$ cat config.mk
export PLATFORM = sky130hd
export DESIGN_NAME = nand_reg_bridge
export DESIGN_NICKNAME = d
export VERILOG_FILES = /design/src/rtl/nand_reg_bridge.sv
export SDC_FILE = /design/constraint.sdc
export NUM_CORES = 1
export LEC_CHECK = 0
export BUFFER_PORTS_ARGS = -buffer_cell sky130_fd_sc_hd__buf_2
export CAP_MARGIN = 25
export CORE_MARGIN = 2
export CORE_UTILIZATION = 44
export CTS_CLUSTER_DIAMETER = 100
export DETAILED_ROUTE_END_ITERATION = 12
export PLACE_DENSITY = 0.86
export REMOVE_ABC_BUFFERS = 1
export SLEW_MARGIN = 20
export SYNTH_ARGS = -nofsm -noshare
export SYNTH_HDL_FRONTEND = slang
export SYNTH_SLANG_ARGS = --single-unit
$ cat constraint.sdc
create_clock -name clk -period 2 [get_ports clk]
set_clock_uncertainty 0.05 [all_clocks]
set_input_delay 0.4 -clock clk [delete_from_list [all_inputs] [get_ports clk]]
set_output_delay 0.4 -clock clk [all_outputs]
set_load 0.005 [all_outputs]
$ cat src/rtl/nand_reg_bridge.sv
module nand_reg_bridge #(
  parameter int CNT_W = 4
) (
  input  logic             clk,
  input  logic             rst_n,
  input  logic             host_req,
  input  logic             host_we,
  input  logic [31:0]      host_wdata,
  output logic [31:0]      host_rdata,
  output logic             host_ready,
  input  logic [CNT_W-1:0] cfg_low,
  input  logic [CNT_W-1:0] cfg_high,
  output logic             nf_ce_n,
  output logic             nf_cle,
  output logic             nf_ale,
  output logic             nf_we_n,
  output logic             nf_re_n,
  output logic [7:0]       nf_dq_o,
  output logic             nf_dq_oe,
  input  logic [7:0]       nf_dq_i,
  input  logic             nf_rb_n
);

  localparam int               MIN_PULSE = 2;
  localparam logic [CNT_W-1:0] MIN_CNT   = CNT_W'(MIN_PULSE);
  localparam logic [2:0]       OP_CMD    = 3'd0;
  localparam logic [2:0]       OP_ADDR   = 3'd1;
  localparam logic [2:0]       OP_RDMODE = 3'd2;

  typedef enum logic [1:0] {S_IDLE, S_LOW, S_HIGH, S_ACK} state_t;

  state_t           st;
  logic [CNT_W-1:0] cnt;
  logic             rd_mode;
  logic [7:0]       rd_byte;
  logic             rb_meta, rb_sync;

  wire [2:0]       op      = host_wdata[30:28];
  wire [CNT_W-1:0] low_eff = (cfg_low  < MIN_CNT) ? MIN_CNT : cfg_low;
  wire [CNT_W-1:0] hi_eff  = (cfg_high < MIN_CNT) ? MIN_CNT : cfg_high;
  wire             in_seq  = (st == S_LOW) || (st == S_HIGH);
  wire             busy    = !rb_sync || in_seq;

  assign host_ready = (st == S_ACK);
  assign host_rdata = {8'h00, rd_byte, busy, 15'h0000};

  always_ff @(posedge clk or negedge rst_n) begin
    if (!rst_n) begin
      st       <= S_IDLE;
      cnt      <= '0;
      rd_mode  <= 1'b0;
      rd_byte  <= 8'h00;
      rb_meta  <= 1'b1;
      rb_sync  <= 1'b1;
      nf_ce_n  <= 1'b1;
      nf_cle   <= 1'b0;
      nf_ale   <= 1'b0;
      nf_we_n  <= 1'b1;
      nf_re_n  <= 1'b1;
      nf_dq_o  <= 8'h00;
      nf_dq_oe <= 1'b0;
    end else begin
      rb_meta <= nf_rb_n;
      rb_sync <= rb_meta;
      case (st)
        S_IDLE: begin
          if (host_req) begin
            if (host_we) begin
              if (!op[2]) begin
                nf_ce_n <= !host_wdata[31];
                if (op == OP_RDMODE) begin
                  rd_mode <= 1'b1;
                  st      <= S_ACK;
                end else begin
                  rd_mode  <= 1'b0;
                  nf_cle   <= (op == OP_CMD);
                  nf_ale   <= (op == OP_ADDR);
                  nf_dq_o  <= host_wdata[23:16];
                  nf_dq_oe <= 1'b1;
                  nf_we_n  <= 1'b0;
                  cnt      <= low_eff - 1'b1;
                  st       <= S_LOW;
                end
              end else begin
                st <= S_ACK;
              end
            end else if (rd_mode) begin
              nf_re_n <= 1'b0;
              cnt     <= low_eff - 1'b1;
              st      <= S_LOW;
            end else begin
              st <= S_ACK;
            end
          end
        end
        S_LOW: begin
          if (cnt == '0) begin
            if (!nf_re_n) rd_byte <= nf_dq_i;
            nf_we_n <= 1'b1;
            nf_re_n <= 1'b1;
            cnt     <= hi_eff - 1'b1;
            st      <= S_HIGH;
          end else begin
            cnt <= cnt - 1'b1;
          end
        end
        S_HIGH: begin
          if (cnt == '0) st <= S_ACK;
          else           cnt <= cnt - 1'b1;
        end
        default: begin
          st       <= S_IDLE;
          nf_cle   <= 1'b0;
          nf_ale   <= 1'b0;
          nf_dq_oe <= 1'b0;
        end
      endcase
    end
  end

endmodule

==> Implementation_results.wiki <==
{| class="wikitable"
! Metric !! Value
|-
| Ant diodes || 0
|-
| Internal reg-to-reg setup slack || 0.1 ns
|-
| Buffer cell driving the clock tree root || sky130_fd_sc_hd__clkbuf_8
|-
| Fraction of the mapped netlist area in compound gates || 12.55%
|-
| Final critical-path share of the clock period || 95.15%
|-
| Worst setup timing slack at the placement stage || 0.1054 ns
|-
| Avg Cell Area, Syn || 10.94 sq um
|-
| Fraction of synthesis flops using an asynchronous set or reset pin || 100.0%
|-
| Xor/xnor share of the synthesized area || 1.464%
|-
| Sequential area share after synthesis || 43.58%
|-
| # port buffers || 56
|-
| Cells along the critical path || inv_1 > ha_2 > nor3b_4 > nand2_2 > nor2_4 > mux2_2
|-
| Chip Width || 67.86 um
|-
| # fillers || 341
|-
| Switching Share || 35.95%
|-
| Number of buffers created by CTS || 5
|-
| Hpwl dp || 2943 um
|-
| Critical Path RT || 2.11 ns
|-
| Ratio of cells with drive above 1 in the final layout || 44.73%
|-
| Adder-cell share of the synthesized area || 6.276%
|-
| Pin count of the biggest net entering global routing || 32
|-
| Post-synthesis mux area share || 11.99%
|-
| Final hold vios || 0
|-
| Initial antenna violation count || 0
|-
| Startpoint Class || flip-flop
|-
| Upper clock frequency limit || 525.5 MHz
|-
| Worst reg2reg startpoint || cnt[1]$_DFFE_PN0P_
|-
| Net count of the finished layout || 298
|-
| Post-route DRC violation count || 0
|-
| TritonCTS clock tree || yes
|-
| Avg WL per Cell || 13.43 um
|-
| NetSw || 1226 uW
|-
| Post-Synthesis Cell Area || 1794 sq um
|-
| Number of max-cap violations || 0
|-
| Portion of total power attributed to the clock network || 18.4%
|-
| Drt via density || 4.993
|-
| Top cell type's share of synthesized area || 36.26%
|-
| Critical path type || reg -> reg
|-
| Height of the die || 67.86 um
|-
| Routed wire length || 3855 um
|-
| Largest stage delay on the critical path || 0.39 ns
|-
| Type of element capturing the critical path || flip-flop
|-
| Share of synthesized cell area in and, or, nand and nor gates || 11.30%
|-
| Tightest slew margin relative to the limit || 54.89%
|-
| Clock-pin slew of the registers on the worst-case setup and hold paths || 0.07 ns
|-
| Register bit count reported by yosys || 31
|-
| Worst-case vdd ir drop || 0.7375 mV
|-
| Hold WS || 0.1041 ns
|-
| First-pass iteration count of the detailed router || 4
|-
| Leading post-synthesis cells by instance count || 26 x sky130_fd_sc_hd__dfrtp_1, 24 x sky130_fd_sc_hd__buf_4, 16 x sky130_fd_sc_hd__mux2_2
|-
| Top cells by area in the synthesized netlist || sky130_fd_sc_hd__dfrtp_1 36%, sky130_fd_sc_hd__buf_4 10%, sky130_fd_sc_hd__mux2_2 10%
|-
| Area inside the core boundary || 3971 sq um
|-
| Post-layout minimum cycle time || 1.903 ns
|-
| Post-layout utilization of the core || 56.58%
|-
| Dominant cell by count in the synthesized netlist || sky130_fd_sc_hd__dfrtp_1
|-
| Maximum fanout encountered on the critical timing path || 8
|-
| Final count of negative-setup-slack endpoints || 0
|-
| Final Slew Violations || 0
|-
| Deepest level of the CTS H-tree || 2
|-
| Largest family of logic cells by synthesized area || buffers and inverters
|-
| Cell type with the largest total area after synthesis || sky130_fd_sc_hd__dfrtp_1
|-
| Leakage dissipation || 0.001143 uW
|-
| Combinational Power Share || 49.3%
|-
| Drt initial violations || 31
|-
| Class of the worst hold path || in -> async
|-
| Vias in the first global route || 1,378
|-
| TritonCTS Sinks || 31
|-
| Sequential share of power || 32.3%
|-
| Initial core utilization || 45.18%
|-
| Number of vias after detailed routing || 1,433
|-
| Arrival time of data at the critical path endpoint || 2.02 ns
|-
| Multi-input gate area in the final layout || 873.3 sq um
|-
| Synthesized instance count || 164
|-
| Warnings from Yosys || 0
|-
| Setup TNS after final layout || 0 ns
|-
| IO Count || 100
|-
| Length in cells of the worst reg-to-reg path || 6
|-
| Cell area power density || 1518 nW/um^2
|-
| Residual overflow from global routing || 0
|-
| Post-route antenna net violation count || 0
|-
| Capture instance of the worst register-to-register path || rd_byte[3]$_DFFE_PN0P_
|-
| Total area of sequential cells || 782.0 sq um
|-
| Insertion delay to the later sink of the worst-skew pair || 0.28 ns
|-
| Count of flip-flops with a built-in enable after synthesis || 0
|-
| Global-route usage over all layers || 18.14%
|-
| Leading register cell type out of synthesis || sky130_fd_sc_hd__dfrtp_1
|-
| Largest buffer count on any clock path || 2
|-
| Area enclosed by the die boundary || 4604 sq um
|-
| Yosys cell types || 43
|-
| Slack of the critical path || 0.09698 ns
|-
| Gp weighted congestion || 0.8937
|-
| Transition time at the pin with the least slew margin || 0.6766 ns
|-
| Global-route wire length before repair || 6244 um
|-
| Signed area change from the synthesized netlist to the final layout || 25.24%
|-
| Internal cell power || 2184 uW
|-
| Worst-path cell with the longest stage delay || sky130_fd_sc_hd__dfrtp_1
|-
| Std cell rows || 23
|-
| Run status || finished clean
|}
[layout by cell type (no fill, tap or decap), types with 2 or more instances in the layout]
cell type / instances
sky130_fd_sc_hd__nor2_1: 8
sky130_fd_sc_hd__conb_1: 23
sky130_fd_sc_hd__nor3_1: 3
sky130_fd_sc_hd__nand2_1: 8
sky130_fd_sc_hd__mux2i_1: 2
sky130_fd_sc_hd__o21ai_0: 4
sky130_fd_sc_hd__or3_1: 2
sky130_fd_sc_hd__o31ai_1: 4
sky130_fd_sc_hd__dfstp_2: 5
sky130_fd_sc_hd__ha_1: 8
sky130_fd_sc_hd__xnor2_1: 2
sky130_fd_sc_hd__buf_4: 12
sky130_fd_sc_hd__nor2_4: 2
sky130_fd_sc_hd__buf_2: 56
sky130_fd_sc_hd__a21oi_1: 6
sky130_fd_sc_hd__clkbuf_8: 6
sky130_fd_sc_hd__o2bb2ai_1: 3
sky130_fd_sc_hd__a31oi_1: 2
sky130_fd_sc_hd__mux2_2: 16
sky130_fd_sc_hd__dfrtp_1: 26
sky130_fd_sc_hd__o221ai_1: 2
sky130_fd_sc_hd__inv_1: 10
sky130_fd_sc_hd__o22ai_1: 2
[routing by layer]
| metal | GRT usage [%] | routed length, um | vias up |
|---|---|---|---|
| met2 | 29.66 | 1900 | 55 |
| met1 | 23.04 | 1629 | 692 |
| met3 | 5.099 | 271 | 7 |
| met4 | 6.500 | 54 | 0 |
| met5 | 0 | 0 | - |
| li1 | - | - | 679 |
[through the flow]
step,cell area (sq um),std cells,total power [uW]
CTS,2227,285,3391
floorplan,1692,161,2069
global placement,2110,277,2671
finish,2247,287,3410
global route,2247,287,3684
detailed placement,2110,277,2749
[registers in the layout (all words and copies together) (netlist names), 2 cells and up]
name and flops:
nf_dq_o 8, rd_byte 8, cnt 4, st 2
[how the worst max path moves through the flow]
stage	slack, ns	endpoint	startpoint	cells after the start
CTS	0.09	rd_byte[7]$_DFFE_PN0P_	cnt[1]$_DFFE_PN0P_	6
global route	-0.02	rd_byte[2]$_DFFE_PN0P_	cnt[1]$_DFFE_PN0P_	6
detailed placement	0.11	rd_byte[7]$_DFFE_PN0P_	cnt[1]$_DFFE_PN0P_	6
finish	0.1	rd_byte[3]$_DFFE_PN0P_	cnt[1]$_DFFE_PN0P_	6
floorplan	0.24	rd_byte[0]$_DFFE_PN0P_	cnt[0]$_DFFE_PN0P_	6
global placement	0.16	rd_byte[5]$_DFFE_PN0P_	cnt[0]$_DFFE_PN0P_	6
[cell families (layout without fill, tap and decap cells)]
| kind of cell | after synthesis | count (layout) |
|---|---|---|
| buffers and inverters | 36 | 87 |
| flip-flops | 31 | 31 |
| AO/OA/AOI/OAI | 32 | 32 |
| adder cells (fa/ha/maj) | 9 | 9 |
| AND/OR/NAND/NOR | 33 | 33 |
| other | 1 | 23 |
| XOR/XNOR | 3 | 3 |
| multiplexers | 19 | 19 |
[cell type report]
type / count / share of cell area, %
Multi-Input combinational cell: 119 / 38.86
Sequential cell: 31 / 34.80
Timing Repair Buffer: 68 / 16.48
Clock buffer: 6 / 3.675
Tap cell: 50 / 2.784
Inverter: 11 / 1.837
Clock inverter: 2 / 1.559
[power groups by stage]
stage	clock network [uW]	registers, uW	logic, uW
2_1_floorplan	0	1110	954
3_3_place_gp	0	1090	1580
3_5_place_dp	0	1110	1640
4_1_cts	640	1100	1650
5_1_grt	679	1140	1870
6_report	627	1100	1680
[worst max-delay path: cells and delay by family (launching register included)]
kind | cells | cell delay, ns
simple gates | 3 | 0.68
mux | 1 | 0.37
flops | 1 | 0.39
fa+ha+maj | 1 | 0.19
buf+inv | 1 | 0.11
[what timing repair did]
item	in CTS	in global routing
hold buffers	0	0
buffers inserted	0	2
resized for setup	0	2
endpoints found under the setup margin	0	15
No activity file was read; power rests on OpenSTA's default activity.
